File: config.mk
export PLATFORM = sky130hd
export DESIGN_NAME = crc_chk_top
export DESIGN_NICKNAME = d
export VERILOG_FILES = /design/src/rtl/crc_chk_pkg.sv /design/src/rtl/crc_chk_ctrl.sv /design/src/rtl/crc_chk_dp.sv /design/src/rtl/crc_chk_top.sv
export SDC_FILE = /design/constraint.sdc
export NUM_CORES = 1
export LEC_CHECK = 0
export BUFFER_PORTS_ARGS = -buffer_cell sky130_fd_sc_hd__buf_2
export CAP_MARGIN = 10
export CORE_MARGIN = 10
export CORE_UTILIZATION = 45
export DETAILED_ROUTE_END_ITERATION = 16
export GPL_TIMING_DRIVEN = 0
export SKIP_CTS_REPAIR_TIMING = 1
export SLEW_MARGIN = 20
export SYNTH_ARGS = -nofsm -noshare
export SYNTH_HDL_FRONTEND = slang
export SYNTH_HIERARCHICAL = 1
export SYNTH_SLANG_ARGS = --single-unit
File: constraint.sdc
create_clock -name clk -period 9.9 [get_ports clk]
set_clock_uncertainty 0.2 [all_clocks]
set_input_delay 0.495 -clock clk [delete_from_list [all_inputs] [get_ports clk]]
set_output_delay 0.495 -clock clk [all_outputs]
set_load 0.01 [all_outputs]
File: src/rtl/crc_chk_pkg.sv
package crc_chk_pkg;
  // Strobes the control half hands to the datapath every cycle.
  typedef struct packed {
    logic sop;   // preset CRC, clear received value
    logic feed;  // current byte is inside the active window
    logic zero;  // current byte is an in-window CRC byte, feed as zero
    logic grab;  // current byte belongs to the embedded CRC field
  } dpStrobe_t;
endpackage

File: src/rtl/crc_chk_ctrl.sv
module crc_chk_ctrl
  import crc_chk_pkg::*;
#(
  parameter int OFF_W   = 16,
  parameter int START_W = 8,
  parameter int CRC_W   = 32
) (
  input  logic               clk,
  input  logic               rstN,
  input  logic               inValid,
  input  logic               inSop,
  input  logic               inEop,
  input  logic [START_W-1:0] cfgStart,
  input  logic [OFF_W-1:0]   cfgEnd,
  input  logic [OFF_W-1:0]   cfgCrcPos,
  input  logic               cfgAltEnd,
  input  logic               cfgStatusSel,
  input  logic               tcpStatus,
  input  logic               crcMatch,
  output dpStrobe_t          stb,
  output logic               resValid,
  output logic               resPass,
  output logic               descBit2
);
  localparam int CRC_BYTES = CRC_W / 8;

  logic [OFF_W-1:0] cnt;
  logic [OFF_W-1:0] byteOff;
  logic [OFF_W-1:0] posDelta;
  logic             posHit;
  logic             afterStart;
  logic             inRange;
  logic             eopNow;
  logic             early;
  logic             verdict;

  always_comb begin
    byteOff    = inSop ? '0 : cnt;
    posDelta   = byteOff - cfgCrcPos;
    posHit     = (byteOff >= cfgCrcPos) && (posDelta < OFF_W'(CRC_BYTES));
    afterStart = byteOff >= OFF_W'(cfgStart);
    inRange    = afterStart && (cfgAltEnd ? !inEop : (byteOff <= cfgEnd));
    stb.sop    = inValid && inSop;
    stb.feed   = inValid && inRange;
    stb.zero   = inValid && inRange && posHit;
    stb.grab   = inValid && posHit;
    eopNow     = inValid && inEop;
    early      = !cfgAltEnd && (byteOff < cfgEnd);
    verdict    = crcMatch && !early;
  end

  always_ff @(posedge clk) begin
    if (!rstN) begin
      cnt      <= '0;
      resValid <= 1'b0;
      resPass  <= 1'b0;
      descBit2 <= 1'b0;
    end else begin
      if (inValid) cnt <= (byteOff == '1) ? byteOff : byteOff + 1'b1;
      resValid <= eopNow;
      if (eopNow) begin
        resPass  <= verdict;
        descBit2 <= cfgStatusSel ? verdict : tcpStatus;
      end
    end
  end


  res_after_eop_chk: assert property (@(posedge clk) disable iff (!rstN)
    resValid |-> $past(inValid && inEop));


  early_fail_chk: assert property (@(posedge clk) disable iff (!rstN)
    (eopNow && !cfgAltEnd && (byteOff < cfgEnd)) |=> (resValid && !resPass));


  status_route_chk: assert property (@(posedge clk) disable iff (!rstN)
    (resValid && $past(cfgStatusSel)) |-> (descBit2 == resPass));


  alt_last_skip_chk: assert property (@(posedge clk) disable iff (!rstN)
    (eopNow && cfgAltEnd) |-> !stb.feed);
endmodule

File: src/rtl/crc_chk_dp.sv
module crc_chk_dp
  import crc_chk_pkg::*;
#(
  parameter int CRC_W = 32
) (
  input  logic             clk,
  input  logic             rstN,
  input  logic [7:0]       inByte,
  input  dpStrobe_t        stb,
  input  logic             cfgPolySel,
  input  logic             cfgMirror,
  input  logic             cfgInvert,
  input  logic [CRC_W-1:0] poly0,
  input  logic [CRC_W-1:0] poly1,
  output logic             crcMatch
);
  localparam int BYTE_W = 8;

  logic [CRC_W-1:0]  crcReg, crcNext, crcBase, finalCrc, poly;
  logic [CRC_W-1:0]  rxReg, rxNext, rxBase;
  logic [BYTE_W-1:0] mirByte, feedByte;

  for (genvar g = 0; g < BYTE_W; g++) begin : g_mirror
    assign mirByte[g] = inByte[BYTE_W-1-g];
  end

  function automatic logic [CRC_W-1:0] stepByte(
    input logic [CRC_W-1:0]  c,
    input logic [BYTE_W-1:0] b,
    input logic [CRC_W-1:0]  p
  );
    logic [CRC_W-1:0] r;
    logic             fb;
    r = c;
    for (int i = BYTE_W - 1; i >= 0; i--) begin
      fb = r[CRC_W-1] ^ b[i];
      r  = {r[CRC_W-2:0], 1'b0} ^ (fb ? p : '0);
    end
    return r;
  endfunction

  always_comb begin
    poly     = cfgPolySel ? poly1 : poly0;
    feedByte = stb.zero ? '0 : (cfgMirror ? mirByte : inByte);
    crcBase  = stb.sop ? '1 : crcReg;
    crcNext  = stb.feed ? stepByte(crcBase, feedByte, poly) : crcBase;
    rxBase   = stb.sop ? '0 : rxReg;
    rxNext   = stb.grab ? {rxBase[CRC_W-BYTE_W-1:0], inByte} : rxBase;
    finalCrc = cfgInvert ? ~crcNext : crcNext;
    crcMatch = (finalCrc == rxNext);
  end

  always_ff @(posedge clk) begin
    if (!rstN) begin
      crcReg <= '1;
      rxReg  <= '0;
    end else begin
      crcReg <= crcNext;
      rxReg  <= rxNext;
    end
  end


  crc_hold_chk: assert property (@(posedge clk) disable iff (!rstN)
    (!stb.feed && !stb.sop) |=> $stable(crcReg));


  crc_preset_chk: assert property (@(posedge clk) disable iff (!rstN)
    (stb.sop && !stb.feed) |=> (crcReg == '1));
endmodule

File: src/rtl/crc_chk_top.sv
module crc_chk_top
  import crc_chk_pkg::*;
#(
  parameter int OFF_W   = 16,
  parameter int START_W = 8,
  parameter int CRC_W   = 32
) (
  input  logic               clk,
  input  logic               rstN,
  input  logic               inValid,
  input  logic               inSop,
  input  logic               inEop,
  input  logic [7:0]         inByte,
  input  logic [START_W-1:0] cfgStart,
  input  logic [OFF_W-1:0]   cfgEnd,
  input  logic [OFF_W-1:0]   cfgCrcPos,
  input  logic               cfgPolySel,
  input  logic [CRC_W-1:0]   poly0,
  input  logic [CRC_W-1:0]   poly1,
  input  logic               cfgMirror,
  input  logic               cfgInvert,
  input  logic               cfgAltEnd,
  input  logic               cfgStatusSel,
  input  logic               tcpStatus,
  output logic               resValid,
  output logic               resPass,
  output logic               descBit2
);
  dpStrobe_t stb;
  logic      crcMatch;

  crc_chk_ctrl #(.OFF_W(OFF_W), .START_W(START_W), .CRC_W(CRC_W)) u_ctrl (
    .clk(clk), .rstN(rstN), .inValid(inValid), .inSop(inSop), .inEop(inEop),
    .cfgStart(cfgStart), .cfgEnd(cfgEnd), .cfgCrcPos(cfgCrcPos),
    .cfgAltEnd(cfgAltEnd), .cfgStatusSel(cfgStatusSel), .tcpStatus(tcpStatus),
    .crcMatch(crcMatch), .stb(stb), .resValid(resValid), .resPass(resPass),
    .descBit2(descBit2)
  );

  crc_chk_dp #(.CRC_W(CRC_W)) u_dp (
    .clk(clk), .rstN(rstN), .inByte(inByte), .stb(stb),
    .cfgPolySel(cfgPolySel), .cfgMirror(cfgMirror), .cfgInvert(cfgInvert),
    .poly0(poly0), .poly1(poly1), .crcMatch(crcMatch)
  );


  reset_quiet_chk: assert property (@(posedge clk)
    $past(!rstN) |-> (!resValid && !resPass && !descBit2));
endmodule

==> flow_summary.ini <==
[pwr]
combinationalPowerShare_pct = 78.1
p_per_area_mw_per_mm2 = 232
power.switching_mw = 1.68
power_leakage_nw = 5.42
power_frac_clock_pct = 11.5
p_int_mw = 1.53
peakVddDrop_mv = 0.124
total_power_mw = 3.22
seqPwrFrac_pct = 10.5
p_sw_share_pct = 52.3

[global_route]
grt_overflow = 0
antenna_found_initial = 1
grt_pass1_wl_um = 74400
grt_use_total_pct = 27.7
grt_pass1_vias = 12300
grt_max_degree = 15

[route]
viasPerCell = 5.98
drc = 0
post_drt_wl_per_cell_um = 22.1
drt_iter0_drc = 1421
ant_nets = 0
wl_um = 49100
drt_first_pass_iters = 7
vias = 13300

[clocking]
h-tree-depth = 3
cts_tree = built
clockBufferDepth = 2
clock_latency_ps = 340
clkSlewWorstSetupHoldPaths_ps = 70
ctsRootBufferMaster = clkbuf_16
cts.sinks = 83
cts_buffers = 9

[final_layout]
drive_gt1_share_pct = 14.5
final_common_cell = nor2_1
postLayoutCellArea_mm2 = 0.0138
multi_input_area_mm2 = 0.0101
final_nets = 2031
seq_area_mm2 = 0.00166
layout_common_cells = 357 x nor2_1, 217 x xnor2_1, 132 x buf_2
nFillCells = 2768
area_growth_pct = 12.2
n_antenna_cell = 0

[hold_path]
hp-start = inEop
holdPathStages = 2
worstHoldEndpoint = u_ctrl/resValid
hold_path_class = input pin to flop

[yosys]
synth_cell_type_count = 104
synth_ff_type = dfxtp_1
async_reset_ff_share_pct = 0
synth_top_area_cell = xnor2_1
yosysSeqAreaShare_pct = 13.5
syn_avg_cell_area_um2 = 7.09
syn_inst = 1742
syn_nets = 1898
synth_edf_count = 0
synthTopCellsByArea = xnor2_1 16%, dfxtp_1 13%, nor2_1 11%
syn_area_mm2 = 0.0123
ys_seq_elements = 83
yosys_warnings = 6
yosysTopAreaCellShare_pct = 15.8

[timing]
slew_violations = 0
worst_pin_slew_ps = 1090
relSlewSlack_pct = 25.4
fin_crit_ps = 9550
period_share_pct = 96.5
hold_viol_final = 0
setup_violations = 0
maxClockFrequency_mhz = 105
hold_ws_ps = 231
rsz0062_at_grt = no

[critical_path]
cp_num_cells = 38
path_class = input pin to flop
critPathSlowestCell = xnor2_1
crit_fanout = 10
critPathTopFamily = compound AO/OA/AOI/OAI gates
ff2ff_path_depth = 33
cp_data_required_time_ps = 9970
reg2reg_to = u_ctrl/descBit2
cpPeakStageDelay_ps = 600
crit_path_start_kind = input pin
startpoint = inSop
endpoint_kind = flop
cp.arrival_ps = 9620
path_buf_inv = 6
rrSetupSlack_ps = 540
r2r_start = u_ctrl/cnt[9]

[flow_run]
drv_cap = 0

[place]
dpl.hpwl_um = 39400
gp_congestion = 1.02
placed_area_mm2 = 0.0134
port_buffers = 121

[status]
status = finished clean

[floorplan]
die_width_um = 186
start_util_pct = 45.8
die_y_um = 186
rows = 60
ios = 126
dieArea_mm2 = 0.0345
core_mm2 = 0.0270
-- logic make-up (layout without fill, tap and decap cells) --
family,count (synthesis),after routing,synth area share [%]
compound gates,367,367,20.3
xor+xnor,265,265,20.6
fa+ha+maj,34,34,3.43
buf+inv,172,310,5.82
flops,83,83,13.5
mux,106,106,9.07
simple gates,715,715,27.4
-- registers in the layout, summed over array words and instances, names as in the netlist --
name / cells
u_dp/crcReg: 32
u_dp/rxReg: 32
u_ctrl/cnt: 16
u_ctrl/descBit2: 1
u_ctrl/resPass: 1
u_ctrl/resValid: 1
-- worst max path at each step --
stage | end | slack, ps
3_3_place_gp | u_ctrl/descBit2 | -940
4_1_cts | u_ctrl/descBit2 | -650
2_1_floorplan | u_ctrl/descBit2 | 1650
3_5_place_dp | u_ctrl/descBit2 | -950
5_1_grt | u_ctrl/descBit2 | 2
6_report | u_ctrl/descBit2 | 350
-- metrics by stage --
step / util (%) / cells / setup WS [ps] / setup TNS, ps
detailed placement: 49.6 / 2204 / -953 / -1890
floorplan: - / 1742 / 1650 / 0
CTS: 50.8 / 2220 / -648 / -1260
global route: 51.4 / 2221 / 2.16 / 0
finish: 51.4 / 2221 / 346 / 0
global placement: 49.6 / 2204 / -937 / -1850
-- synthesized netlist by cell type (14+ instances only) --
cell	instances
a21oi_1	81
a221oi_1	21
a22oi_1	14
a31oi_1	16
and2_1	20
buf_1	17
clkbuf_1	78
dfxtp_1	83
ha_1	33
inv_1	54
mux2_2	23
mux2i_1	79
nand2_1	101
nand2b_1	27
nand3_1	29
nor2_1	358
nor2b_1	18
nor3_1	46
o21ai_0	69
o22ai_1	19
or3_1	17
xnor2_1	223
xor2_1	26
-- per-layer routing --
| metal | up-vias | wire length (um) | global-route usage [%] |
|---|---|---|---|
| li1 | 6350 | - | - |
| met1 | 6231 | 22000 | 38.9 |
| met2 | 617 | 21200 | 42.9 |
| met3 | 74 | 4380 | 3.63 |
| met4 | 2 | 1590 | 8.61 |
| met5 | - | 17 | 0 |
-- layout make-up --
cell class / instances / area share [%]
buffer: 116 / 3.85
multi-input combinational: 1487 / 72.8
inverter: 55 / 1.49
tap: 341 / 3.08
sequential: 83 / 12.0
clock buffer: 11 / 1.68
clock inverter: 5 / 0.614
timing repair buffer: 123 / 4.48
-- power groups by stage --
stage / registers, mW / logic, mW / clock network, mW
after CTS: 0.337 / 2.39 / 0.371
after floorplan: 0.344 / 1.71 / 0
final: 0.337 / 2.51 / 0.368
after global placement: 0.344 / 2.37 / 0
after global routing: 0.336 / 2.67 / 0.386
after detailed placement: 0.344 / 2.36 / 0
Power figures use the tool's default switching activity.
